## config.mk

```make
export PLATFORM = sky130hd
export DESIGN_NAME = smb_xbar_cfg
export DESIGN_NICKNAME = d
export VERILOG_FILES = /design/src/rtl/smbcfg_pkg.sv /design/src/rtl/smb_sync.sv /design/src/rtl/smb_link.sv /design/src/rtl/smb_regs.sv /design/src/rtl/smb_xbar_cfg.sv
export SDC_FILE = /design/constraint.sdc
export NUM_CORES = 1
export LEC_CHECK = 0
export BUFFER_PORTS_ARGS = -buffer_cell sky130_fd_sc_hd__buf_4
export CAP_MARGIN = 5
export CORE_UTILIZATION = 60
export DETAILED_ROUTE_END_ITERATION = 8
export PLACE_DENSITY = 0.78
export REMOVE_ABC_BUFFERS = 1
export SKIP_CTS_REPAIR_TIMING = 1
export SLEW_MARGIN = 20
export SYNTH_ARGS = -nofsm -noshare
export SYNTH_HDL_FRONTEND = slang
export SYNTH_HIERARCHICAL = 1
export SYNTH_SLANG_ARGS = --single-unit
```

## constraint.sdc

```tcl
create_clock -name clk -period 4.9 [get_ports clk]
set_clock_uncertainty 0.2 [all_clocks]
set_input_delay 1.225 -clock clk [delete_from_list [all_inputs] [get_ports clk]]
set_output_delay 1.225 -clock clk [all_outputs]
set_load 0.05 [all_outputs]
```

## src/rtl/smbcfg_pkg.sv

```systemverilog
package smbcfg_pkg;
  localparam int unsigned BYTE_W    = 8;
  localparam int unsigned ADDR_W    = 7;
  localparam int unsigned STRAP_W   = 4;
  localparam int unsigned LANES     = 4;
  localparam logic [2:0]  ADDR_HI   = 3'b101;

  localparam logic [BYTE_W-1:0] REG_ROUTE = 8'h00;
  localparam logic [BYTE_W-1:0] REG_CTRL  = 8'h03;
  localparam logic [BYTE_W-1:0] REG_SIG   = 8'h04;
  localparam logic [BYTE_W-1:0] CTRL_RST  = 8'h0F;

  typedef enum logic [3:0] {
    LK_IDLE,
    LK_ADDR,
    LK_AACK,
    LK_REG,
    LK_RACK,
    LK_WDAT,
    LK_WACK,
    LK_RDAT,
    LK_SKIP
  } link_state_t;
endpackage

```

## src/rtl/smb_sync.sv

```systemverilog
module smb_sync #(
  parameter int unsigned WIDTH  = 1,
  parameter int unsigned STAGES = 2,
  parameter logic        RSTVAL = 1'b0
) (
  input  logic             clk,
  input  logic             rst_n,
  input  logic [WIDTH-1:0] d,
  output logic [WIDTH-1:0] q
);
  logic [WIDTH-1:0] chain [STAGES];

  generate
    for (genvar s = 0; s < STAGES; s++) begin : g_stage
      always_ff @(posedge clk or negedge rst_n) begin
        if (!rst_n) begin
          chain[s] <= {WIDTH{RSTVAL}};
        end else begin
          if (s == 0) chain[s] <= d;
          else        chain[s] <= chain[(s == 0) ? 0 : s-1];
        end
      end
    end
  endgenerate

  assign q = chain[STAGES-1];
endmodule

```

## src/rtl/smb_link.sv

```systemverilog
module smb_link
  import smbcfg_pkg::*;
(
  input  logic              clk,
  input  logic              rst_n,
  input  logic              clr,
  input  logic              scl_s,
  input  logic              sda_s,
  input  logic [ADDR_W-1:0] dev_addr,
  input  logic [BYTE_W-1:0] rd_data,
  output logic [BYTE_W-1:0] reg_ptr,
  output logic [BYTE_W-1:0] wr_data,
  output logic              wr_en,
  output logic              sda_oe
);
  link_state_t       st_q, st_d;
  logic [3:0]        cnt_q, cnt_d;
  logic [BYTE_W-1:0] sr_q, sr_d;
  logic [BYTE_W-1:0] tx_q, tx_d;
  logic [BYTE_W-1:0] ptr_q, ptr_d;
  logic              rw_q, rw_d;
  logic              oe_q, oe_d;
  logic              wr_q, wr_d;
  logic              scl_q, sda_q;

  logic scl_rise, scl_fall, cond_start, cond_stop, byte_done;

  assign scl_rise   =  scl_s & ~scl_q;
  assign scl_fall   = ~scl_s &  scl_q;
  assign cond_start =  scl_s &  scl_q &  sda_q & ~sda_s;
  assign cond_stop  =  scl_s &  scl_q & ~sda_q &  sda_s;
  assign byte_done  =  scl_fall && (cnt_q == 4'd8);

  always_comb begin
    st_d  = st_q;
    cnt_d = cnt_q;
    sr_d  = sr_q;
    tx_d  = tx_q;
    ptr_d = ptr_q;
    rw_d  = rw_q;
    oe_d  = oe_q;
    wr_d  = 1'b0;
    if (cond_start) begin
      st_d  = LK_ADDR;
      cnt_d = 4'd0;
      oe_d  = 1'b0;
    end else if (cond_stop) begin
      st_d  = LK_IDLE;
      oe_d  = 1'b0;
    end else begin
      unique case (st_q)
        LK_ADDR, LK_REG, LK_WDAT: begin
          if (scl_rise) begin
            sr_d  = {sr_q[BYTE_W-2:0], sda_s};
            cnt_d = cnt_q + 4'd1;
          end
          if (byte_done) begin
            cnt_d = 4'd0;
            if (st_q == LK_ADDR) begin
              if (sr_q[BYTE_W-1:1] == dev_addr) begin
                rw_d = sr_q[0];
                oe_d = 1'b1;
                st_d = LK_AACK;
              end else begin
                st_d = LK_SKIP;
              end
            end else if (st_q == LK_REG) begin
              ptr_d = sr_q;
              oe_d  = 1'b1;
              st_d  = LK_RACK;
            end else begin
              wr_d = 1'b1;
              oe_d = 1'b1;
              st_d = LK_WACK;
            end
          end
        end
        LK_AACK: begin
          if (scl_fall) begin
            if (rw_q) begin
              tx_d  = rd_data;
              oe_d  = ~rd_data[BYTE_W-1];
              cnt_d = 4'd0;
              st_d  = LK_RDAT;
            end else begin
              oe_d = 1'b0;
              st_d = LK_REG;
            end
          end
        end
        LK_RACK: begin
          if (scl_fall) begin
            oe_d = 1'b0;
            st_d = LK_WDAT;
          end
        end
        LK_WACK: begin
          if (scl_fall) begin
            oe_d = 1'b0;
            st_d = LK_SKIP;
          end
        end
        LK_RDAT: begin
          if (scl_rise) cnt_d = cnt_q + 4'd1;
          if (byte_done) begin
            oe_d = 1'b0;
            st_d = LK_SKIP;
          end else if (scl_fall) begin
            tx_d = {tx_q[BYTE_W-2:0], 1'b0};
            oe_d = ~tx_q[BYTE_W-2];
          end
        end
        default: begin
          oe_d = 1'b0;
        end
      endcase
    end
  end

  always_ff @(posedge clk or negedge rst_n) begin
    if (!rst_n) begin
      st_q  <= LK_IDLE;
      cnt_q <= 4'd0;
      sr_q  <= '0;
      tx_q  <= '0;
      ptr_q <= '0;
      rw_q  <= 1'b0;
      oe_q  <= 1'b0;
      wr_q  <= 1'b0;
      scl_q <= 1'b1;
      sda_q <= 1'b1;
    end else if (clr) begin
      st_q  <= LK_IDLE;
      cnt_q <= 4'd0;
      sr_q  <= '0;
      tx_q  <= '0;
      ptr_q <= '0;
      rw_q  <= 1'b0;
      oe_q  <= 1'b0;
      wr_q  <= 1'b0;
      scl_q <= scl_s;
      sda_q <= sda_s;
    end else begin
      st_q  <= st_d;
      cnt_q <= cnt_d;
      sr_q  <= sr_d;
      tx_q  <= tx_d;
      ptr_q <= ptr_d;
      rw_q  <= rw_d;
      oe_q  <= oe_d;
      wr_q  <= wr_d;
      scl_q <= scl_s;
      sda_q <= sda_s;
    end
  end

  assign reg_ptr = ptr_q;
  assign wr_data = sr_q;
  assign wr_en   = wr_q;
  assign sda_oe  = oe_q;
endmodule

```

## src/rtl/smb_regs.sv

```systemverilog
module smb_regs
  import smbcfg_pkg::*;
(
  input  logic               clk,
  input  logic               rst_n,
  input  logic               clr,
  input  logic               wr_en,
  input  logic [BYTE_W-1:0]  addr,
  input  logic [BYTE_W-1:0]  wdata,
  input  logic [LANES-1:0]   sig_ok,
  output logic [BYTE_W-1:0]  rdata,
  output logic [BYTE_W-1:0]  route_q,
  output logic [BYTE_W-1:0]  ctrl_q
);
  logic [BYTE_W-1:0] route_d, ctrl_d;
  logic              route_we, ctrl_we;

  assign route_we = wr_en && (addr == REG_ROUTE);
  assign ctrl_we  = wr_en && (addr == REG_CTRL);

  always_comb begin
    route_d = route_we ? wdata : route_q;
    ctrl_d  = ctrl_we  ? wdata : ctrl_q;
  end

  always_ff @(posedge clk or negedge rst_n) begin
    if (!rst_n) begin
      route_q <= '0;
      ctrl_q  <= CTRL_RST;
    end else if (clr) begin
      route_q <= '0;
      ctrl_q  <= CTRL_RST;
    end else begin
      route_q <= route_d;
      ctrl_q  <= ctrl_d;
    end
  end

  always_comb begin
    unique case (addr)
      REG_ROUTE: rdata = route_q;
      REG_CTRL:  rdata = ctrl_q;
      REG_SIG:   rdata = {{(BYTE_W-LANES){1'b0}}, sig_ok};
      default:   rdata = '0;
    endcase
  end
endmodule

```

## src/rtl/smb_xbar_cfg.sv

```systemverilog
module smb_xbar_cfg
  import smbcfg_pkg::*;
(
  input  logic               clk,
  input  logic               rst_n,
  input  logic               mode_en,
  input  logic               scl_i,
  input  logic               sda_i,
  output logic               sda_oe,
  input  logic [STRAP_W-1:0] addr_strap,
  input  logic [LANES-1:0]   sig_ok,
  output logic [BYTE_W-1:0]  route_sel,
  output logic [BYTE_W-1:0]  ctrl_reg
);
  logic [1:0]        bus_s;
  logic              scl_s, sda_s, mode_ok, clr;
  logic [LANES-1:0]  sig_s;
  logic [BYTE_W-1:0] reg_ptr, wr_data, rd_data;
  logic              wr_en;
  logic [ADDR_W-1:0] dev_addr;

  smb_sync #(.WIDTH(2), .STAGES(2), .RSTVAL(1'b1)) u_bus_sync (
    .clk(clk), .rst_n(rst_n), .d({scl_i, sda_i}), .q(bus_s)
  );
  smb_sync #(.WIDTH(1), .STAGES(2), .RSTVAL(1'b0)) u_mode_sync (
    .clk(clk), .rst_n(rst_n), .d(mode_en), .q(mode_ok)
  );
  smb_sync #(.WIDTH(LANES), .STAGES(2), .RSTVAL(1'b0)) u_sig_sync (
    .clk(clk), .rst_n(rst_n), .d(sig_ok), .q(sig_s)
  );

  assign scl_s    = bus_s[1];
  assign sda_s    = bus_s[0];
  assign clr      = ~mode_ok;
  assign dev_addr = {ADDR_HI, addr_strap};

  smb_link u_link (
    .clk(clk), .rst_n(rst_n), .clr(clr),
    .scl_s(scl_s), .sda_s(sda_s), .dev_addr(dev_addr),
    .rd_data(rd_data), .reg_ptr(reg_ptr), .wr_data(wr_data),
    .wr_en(wr_en), .sda_oe(sda_oe)
  );

  smb_regs u_regs (
    .clk(clk), .rst_n(rst_n), .clr(clr),
    .wr_en(wr_en), .addr(reg_ptr), .wdata(wr_data), .sig_ok(sig_s),
    .rdata(rd_data), .route_q(route_sel), .ctrl_q(ctrl_reg)
  );
endmodule

```

==> metrics.txt, run 1 <==
maximum vdd ir drop 0.000336 V; critical path peak fanout 17; Max Root-Sink Buffers 2; Vias/cell 6.27; number of I/O port buffers 29; H-tree Lvls 3; Die H approximately 77 um; Critical Path Start u_link/st_q[0]; Crit-path slowest cell dfrtp_1; Final Hold Viols 0; Avg Inst Size Synth 10.2 um^2; clock sinks 66; final setup vio count 0; post-route cell area 3820 um^2; global route overflow 0; Iteration-0 DRC Markers ~340; synthesized instance count roughly 330; vias in the first global route 2,506; Synth Flop Type dfrtp_1; reg2reg start u_link/st_q[0]; WP buf/inv 0; Worst-Skew Late Latency 0.34 ns; Yosys reg bits 66; CP arrival 2.64 ns; Critical Path RT roughly 5.0 ns; status finished clean; Via Count 2,685; delay-heaviest family, CP simple AND/OR/NAND/NOR gates; die width 77.2 um; slowest stage delay, CP 0.68 ns; async set-reset flop share out of synthesis 100%; Fmax achieved 390 MHz; Post-Route WL 7640 um; number of synthesized flops with an enable pin 0; first drt pass iteration count 6; Hold Path Class flop to flop; first-pass GRT wire length 12,600 um; antenna violations before repair 0; Setup CP Type flop to flop; Critical Path Start Type flop; fillers 407; Cell Area, Placed about 3600 um^2; TNS Setup 0 ns; fraction of layout cells with a size suffix above 1 between 15 and 20%; post-layout min period 2.56 ns; Synth Area in Adders 0.737%; clock share of power 41.3%; Min Hold Slack 0.150 ns; CP Capture Type flop; sequential element share of the synthesized area 49.0%; pwr/cell area approximately 340 nW/um^2; Final Cycle Share 52.3%; Slew @ Worst Pin 0.839 ns; max cap viols 0; Initial Utilization 62.0%; Worst slew margin about 44%; die area 5960 um^2; RSZ-0062 raised after global routing no; mux cell area share after synthesis 6.63%; GP Congestion 0.829; ant diodes 0; TritonCTS buffer count 9; Switching Fraction between 20% and 30%; area grow syn2layout 12.6%; Final ANT Viol Nets 0; sw power 0.340 mW; yosys warns 6; crit path cell chain nand4b_1 > nor3b_1 > or3b_1 > o21ai_1 > a22o_1; Core Footprint around 5500 um^2; CTS Root Cell clkbuf_8; CTS tree built; Comb power frac between 10% and 20%; GRT Total Usage 27.5%; Seq pwr share between 40% and 50%; dpl hpwl between 4000 and 5000 um; drc violations 0; Pint 0.959 mW; Post-layout nets 366; Compound-Gate Fraction of Synth Area between 10% and 20%; largest family of logic cells by synthesized area simple AND/OR/NAND/NOR gates; WL/cell 17.8 um; largest net degree at the start of global routing between 60 and 70; Cell Area, Synth 3390 um^2; IO Pins 30; number of library cell types mapped by synthesis 59; xor/xnor share of the synthesized area 2.32%; min-delay src u_mode_sync/chain[1]; CTS clk-pin slew, worst paths 0.07 ns; post-synthesis simple-gate area fraction 19.4%; Final Slew Violations 0; # rows 27; P_leak 1.68 nW
-- kinds of logic after synthesis --
logic type               count (synthesis)
multiplexers                            22
buffers and inverters                   32
AND/OR/NAND/NOR                        116
XOR/XNOR                                 9
other                                    2
AO/OA/AOI/OAI                           83
flip-flops                              66
adder cells (fa/ha/maj)                  2
-- power groups by stage --
stage | logic [mW] | registers [mW] | clock network [mW]
final | 0.158 | 0.605 | 0.536
after CTS | 0.157 | 0.603 | 0.541
after global routing | 0.175 | 0.608 | 0.566
after global placement | 0.151 | 0.613 | 0
after detailed placement | 0.155 | 0.614 | 0
after floorplan | 0.111 | 0.606 | 0
-- worst paths after layout --
path	slack (ns)	to	cells past startpoint
min in group asynchronous	0.76	u_link/cnt_q[2]	1
max in group asynchronous	3.20	u_link/cnt_q[1]	1
max reg2reg	2.34	u_link/cnt_q[0]	5
min	0.15	u_mode_sync/q	0
max	2.34	u_link/cnt_q[0]	5
min reg2reg	0.15	u_mode_sync/q	0
-- sequential cells by signal, indices dropped and copies added, names as in the netlist --
register           flops
u_link/reg_ptr         8
u_link/wr_data         8
u_regs/ctrl_q          8
u_regs/route_q         8
u_link/tx_q            7
u_link/cnt_q           4
u_link/st_q            4
u_sig_sync/chain       4
u_sig_sync/q           4
u_bus_sync/chain       2
u_bus_sync/q           2
u_link/rw_q            1
u_link/scl_q           1
u_link/sda_oe          1
u_link/sda_q           1
u_link/wr_en           1
u_mode_sync/chain      1
u_mode_sync/q          1
-- cells in the final DEF, fill, tap and decap left out, types with 7 or more instances in the layout --
cell / Yosys / layout
buf_4: 7 / 31
o21ai_0: 11 / 11
a21oi_1: 19 / 19
o2bb2ai_1: 7 / 7
nand2_1: 22 / 22
dfrtp_1: 56 / 56
inv_1: 8 / 8
a22oi_1: 9 / 9
dfstp_2: 10 / 10
mux2i_1: 18 / 18
nand2b_1: 10 / 10
o31ai_1: 13 / 13
nor2_1: 33 / 33
clkbuf_8: 1 / 12
nand4_1: 14 / 14
-- metrics by stage --
step,worst slack [ns],power [mW],instances,util (%)
CTS,2.36,1.30,428,69.7
finish,2.34,1.30,428,69.8
global placement,2.11,0.765,412,65.4
detailed placement,2.05,0.768,412,65.4
global route,2.22,1.35,428,69.8
floorplan,2.13,0.717,309,-
-- layout make-up --
class | count | area, um^2 | share of cell area, %
tap | 72 | 90.1 | 2.36
sequential | 66 | 1660 | 43.5
clock buffer | 12 | 165 | 4.32
timing repair buffer | 31 | 233 | 6.09
inverter | 8 | 30.0 | 0.786
clock inverter | 4 | 72.6 | 1.90
multi-input combinational | 235 | 1570 | 41.0
-- layer usage --
layer	routed length, um	track usage (%)	share of wire, %	up-vias
met4	142	10.6	1.9	0
met5	0	0	0	-
met1	3340	37.7	44	1321
met3	429	6.19	5.6	14
met2	3730	42.7	49	106
li1	-	-	-	1244
-- cell usage after synthesis (2+ instances only) --
library cell  count  share of area [%]
dfstp_2          10                7.7
nand2_1          22                2.4
nor2b_1           5               0.92
xnor2_1           4                1.0
o2bb2ai_1         7                1.8
o31ai_1          13                2.9
nor2_1           33                3.6
inv_1             8               0.88
xor2_1            5                1.3
buf_2             7                1.0
o21ai_1           4               0.59
o21ai_0          11                1.6
nand4_1          14                2.6
a21oi_1          19                2.8
nor4_1            4               0.74
clkbuf_1          7               0.77
mux2_2            4                1.3
dfrtp_1          56                 41
nor3_1            6               0.88
and2_1            2               0.37
o22ai_1           2               0.37
a22oi_1           9                2.0
buf_4             7                1.5
mux2i_1          18                5.3
and4_1            2               0.52
o21a_1            2               0.44
ha_1              2               0.74
conb_1            2               0.22
a22o_1            2               0.52
nand4b_1          2               0.52
nand2b_1         10                1.8
and3_1            2               0.37
a31oi_1           4               0.74
nand3_1           2               0.29
(Power assumes the default switching activity.)
==> run 2, diff against run 1 <==
--- a/config.mk
+++ b/config.mk
@@ -7,9 +7,9 @@
 export LEC_CHECK = 0
 export BUFFER_PORTS_ARGS = -buffer_cell sky130_fd_sc_hd__buf_4
 export CAP_MARGIN = 5
-export CORE_UTILIZATION = 60
+export CORE_UTILIZATION = 53
 export DETAILED_ROUTE_END_ITERATION = 8
-export PLACE_DENSITY = 0.78
+export PLACE_DENSITY = 0.73
 export REMOVE_ABC_BUFFERS = 1
 export SKIP_CTS_REPAIR_TIMING = 1
 export SLEW_MARGIN = 20
==> constraint.sdc (replaced) <==
create_clock -name clk -period 2.25 [get_ports clk]
set_clock_uncertainty 0.2 [all_clocks]
set_input_delay 0.5625 -clock clk [delete_from_list [all_inputs] [get_ports clk]]
set_output_delay 0.5625 -clock clk [all_outputs]
set_load 0.05 [all_outputs]
==> run 2 against run 1 <==
  * Critical path depth up 2
  * Worst setup slack got worse by 2.1 ns
  * Sequential share of layout area is 1.1 points lower
  * Largest power group unchanged
  * Sequential power up 110%
  * Combinational power grew to 2.7 times the previous value
  * Non-clock buffer count rose by 17
  * Wire length rose by 2.5%
  * Die area rose by 13%
  * Total power grew 110%
  * Flip-flop and latch count did not move
  * Clock-buffer cell count fell by 3
  * Highest routed layer unchanged
  * Clock power grew 80%
==> metrics.txt, run 2 (synthesis gave the netlist of run 1 again) <==
status finished clean (unchanged); Final Hold Viols 0 (unchanged); CP Capture Type flop (unchanged); Pint 1.92 mW (was 0.959 mW); antenna violations before repair 0 (unchanged); GP Congestion 0.867 (was 0.829); Fmax achieved 487 MHz (was 390 MHz); Post-Route WL 7830 um (was 7640 um); global route overflow 0 (unchanged); Seq pwr share 47.9% (was 46.6%); die width 82.0 um (was 77.2 um); maximum vdd ir drop 0.000534 V (was 0.000336 V); dpl hpwl 5450 um (was 4870 um); vias in the first global route 2,552 (was 2,506); area grow syn2layout 15.4% (was 12.6%); TNS Setup 0 ns (unchanged); fraction of layout cells with a size suffix above 1 22.8% (was 19.7%); critical path peak fanout 5 (was 17); GRT Total Usage 25.8% (was 27.5%); fillers 524 (was 407); busiest grt layer met2 (unchanged); ant diodes 0 (unchanged); Hold Path Class primary input to flop (was flop to flop); Iteration-0 DRC Markers 191 (was 336); number of I/O port buffers 29 (unchanged); Worst-Skew Late Latency 0.34 ns (about the same); met2 GRT Util 38.2% (was 42.7%); commonest non-fill, non-tap cell in the layout dfrtp_1 (unchanged); clock share of power 36.2% (was 41.3%); Global Route met1 Usage 36.8% (was 37.7%); # rows 28 (was 27); Final Slew Violations 0 (unchanged); Max Root-Sink Buffers 2 (unchanged); pwr/cell area 682 nW/um^2 (was 340 nW/um^2); max cap viols 0 (unchanged); first-pass GRT wire length 12,700 um (was 12,600 um); Vias/cell 6.05 (was 6.27); Final ANT Viol Nets 0 (unchanged); CTS Root Cell clkbuf_8 (unchanged); clock sinks 66 (unchanged); CTS clk-pin slew, worst paths 0.08 ns (was 0.07 ns); Switching Fraction 28.1% (was 26.2%); Initial Utilization 56.0% (was 62.0%); CTS tree built (unchanged); Setup CP Type flop to flop (unchanged); Die H 82.0 um (was 77.2 um); TritonCTS buffer count 9 (unchanged); IO Pins 30 (unchanged); CP arrival 2.06 ns (was 2.64 ns); commonest cells after routing, fill and taps aside dfrtp_1, buf_4, nor2_1 (was dfrtp_1, nor2_1, buf_4); Core Footprint 6060 um^2 (was 5470 um^2); drc violations 0 (unchanged); Global Route met3 Usage 6.56% (was 6.19%); final setup vio count 0 (unchanged); Via Count 2,711 (was 2,685); P_leak 1.75 nW (was 1.68 nW); Critical Path RT 2.26 ns (was 4.98 ns); Post-layout nets 383 (was 366); die area 6730 um^2 (was 5960 um^2); H-tree Lvls 3 (unchanged); first drt pass iteration count 4 (was 6); WL/cell 17.5 um (was 17.8 um); sw power 0.752 mW (was 0.340 mW); Final Power 2.67 mW (was 1.30 mW); largest net degree at the start of global routing 40 (was 67); Comb power frac 15.9% (was 12.2%); RSZ-0062 raised after global routing no (unchanged); Critical Path Start Type flop (unchanged); Final Cycle Share 91.2% (was 52.3%); post-layout min period 2.05 ns (was 2.56 ns)
[run 2: layout make-up]
type | instances | area (um^2) | share of cell area [%]
clock buffers | 9 | 124 | 3.16
clock inverters | 7 | 70.1 | 1.79
inverters | 8 | 30.0 | 0.766
multi-input cells | 235 | 1560 | 39.8
flip-flops and latches | 66 | 1660 | 42.5
well taps | 75 | 93.8 | 2.39
repair buffers | 48 | 375 | 9.58
[run 2: path summary, 6_finish.rpt]
kind,start,end,slack (ns),cells past startpoint
max in group asynchronous,rst_n,u_bus_sync/chain[3],0.79,3
min,sig_ok[3],u_sig_sync/chain[7],0.12,1
max reg2reg,u_link/cnt_q[0],u_link/rw_q,0.20,7
min in group asynchronous,rst_n,u_link/cnt_q[2],0.48,2
max,u_link/cnt_q[0],u_link/rw_q,0.20,7
min reg2reg,u_sig_sync/chain[5],u_sig_sync/q[1],0.15,0
[run 2: layer usage]
layer,share of wire (%),wire [um]
met1,47,3670
met2,46,3630
met3,4.4,344
met4,2.4,191
met5,0,0
[run 2: critical path, cell delays in order (launching register included)]
cell and delay (ns):
dfrtp_1 0.42, inv_1 0.10, ha_1 0.15, nand3b_1 0.16
nor2_1 0.33, nand2_1 0.14, o41ai_1 0.33, a21oi_1 0.11
[run 2: through the flow]
| stage | hold WS, ns | utilization, % | cells | instance area, um^2 | setup slack [ns] |
|---|---|---|---|---|---|
| after floorplan | 0.0669 | - | 309 | 3260 | -0.523 |
| after global placement | 0.132 | 61.3 | 431 | 3710 | 0.165 |
| after detailed placement | 0.136 | 61.3 | 431 | 3710 | 0.0688 |
| after CTS | -0.0583 | 64.5 | 447 | 3910 | 0.228 |
| after global routing | 0.0977 | 64.7 | 448 | 3920 | 0.0348 |
| final | 0.124 | 64.7 | 448 | 3920 | 0.199 |
[run 2: power by group through the flow]
stage | Sequential [mW] | Clock [mW] | Combinational [mW]
after global routing | 1.29 | 1.05 | 0.469
after global placement | 1.30 | 0 | 0.411
after detailed placement | 1.30 | 0 | 0.422
final | 1.28 | 0.967 | 0.426
after floorplan | 1.32 | 0 | 0.243
after CTS | 1.28 | 0.993 | 0.422
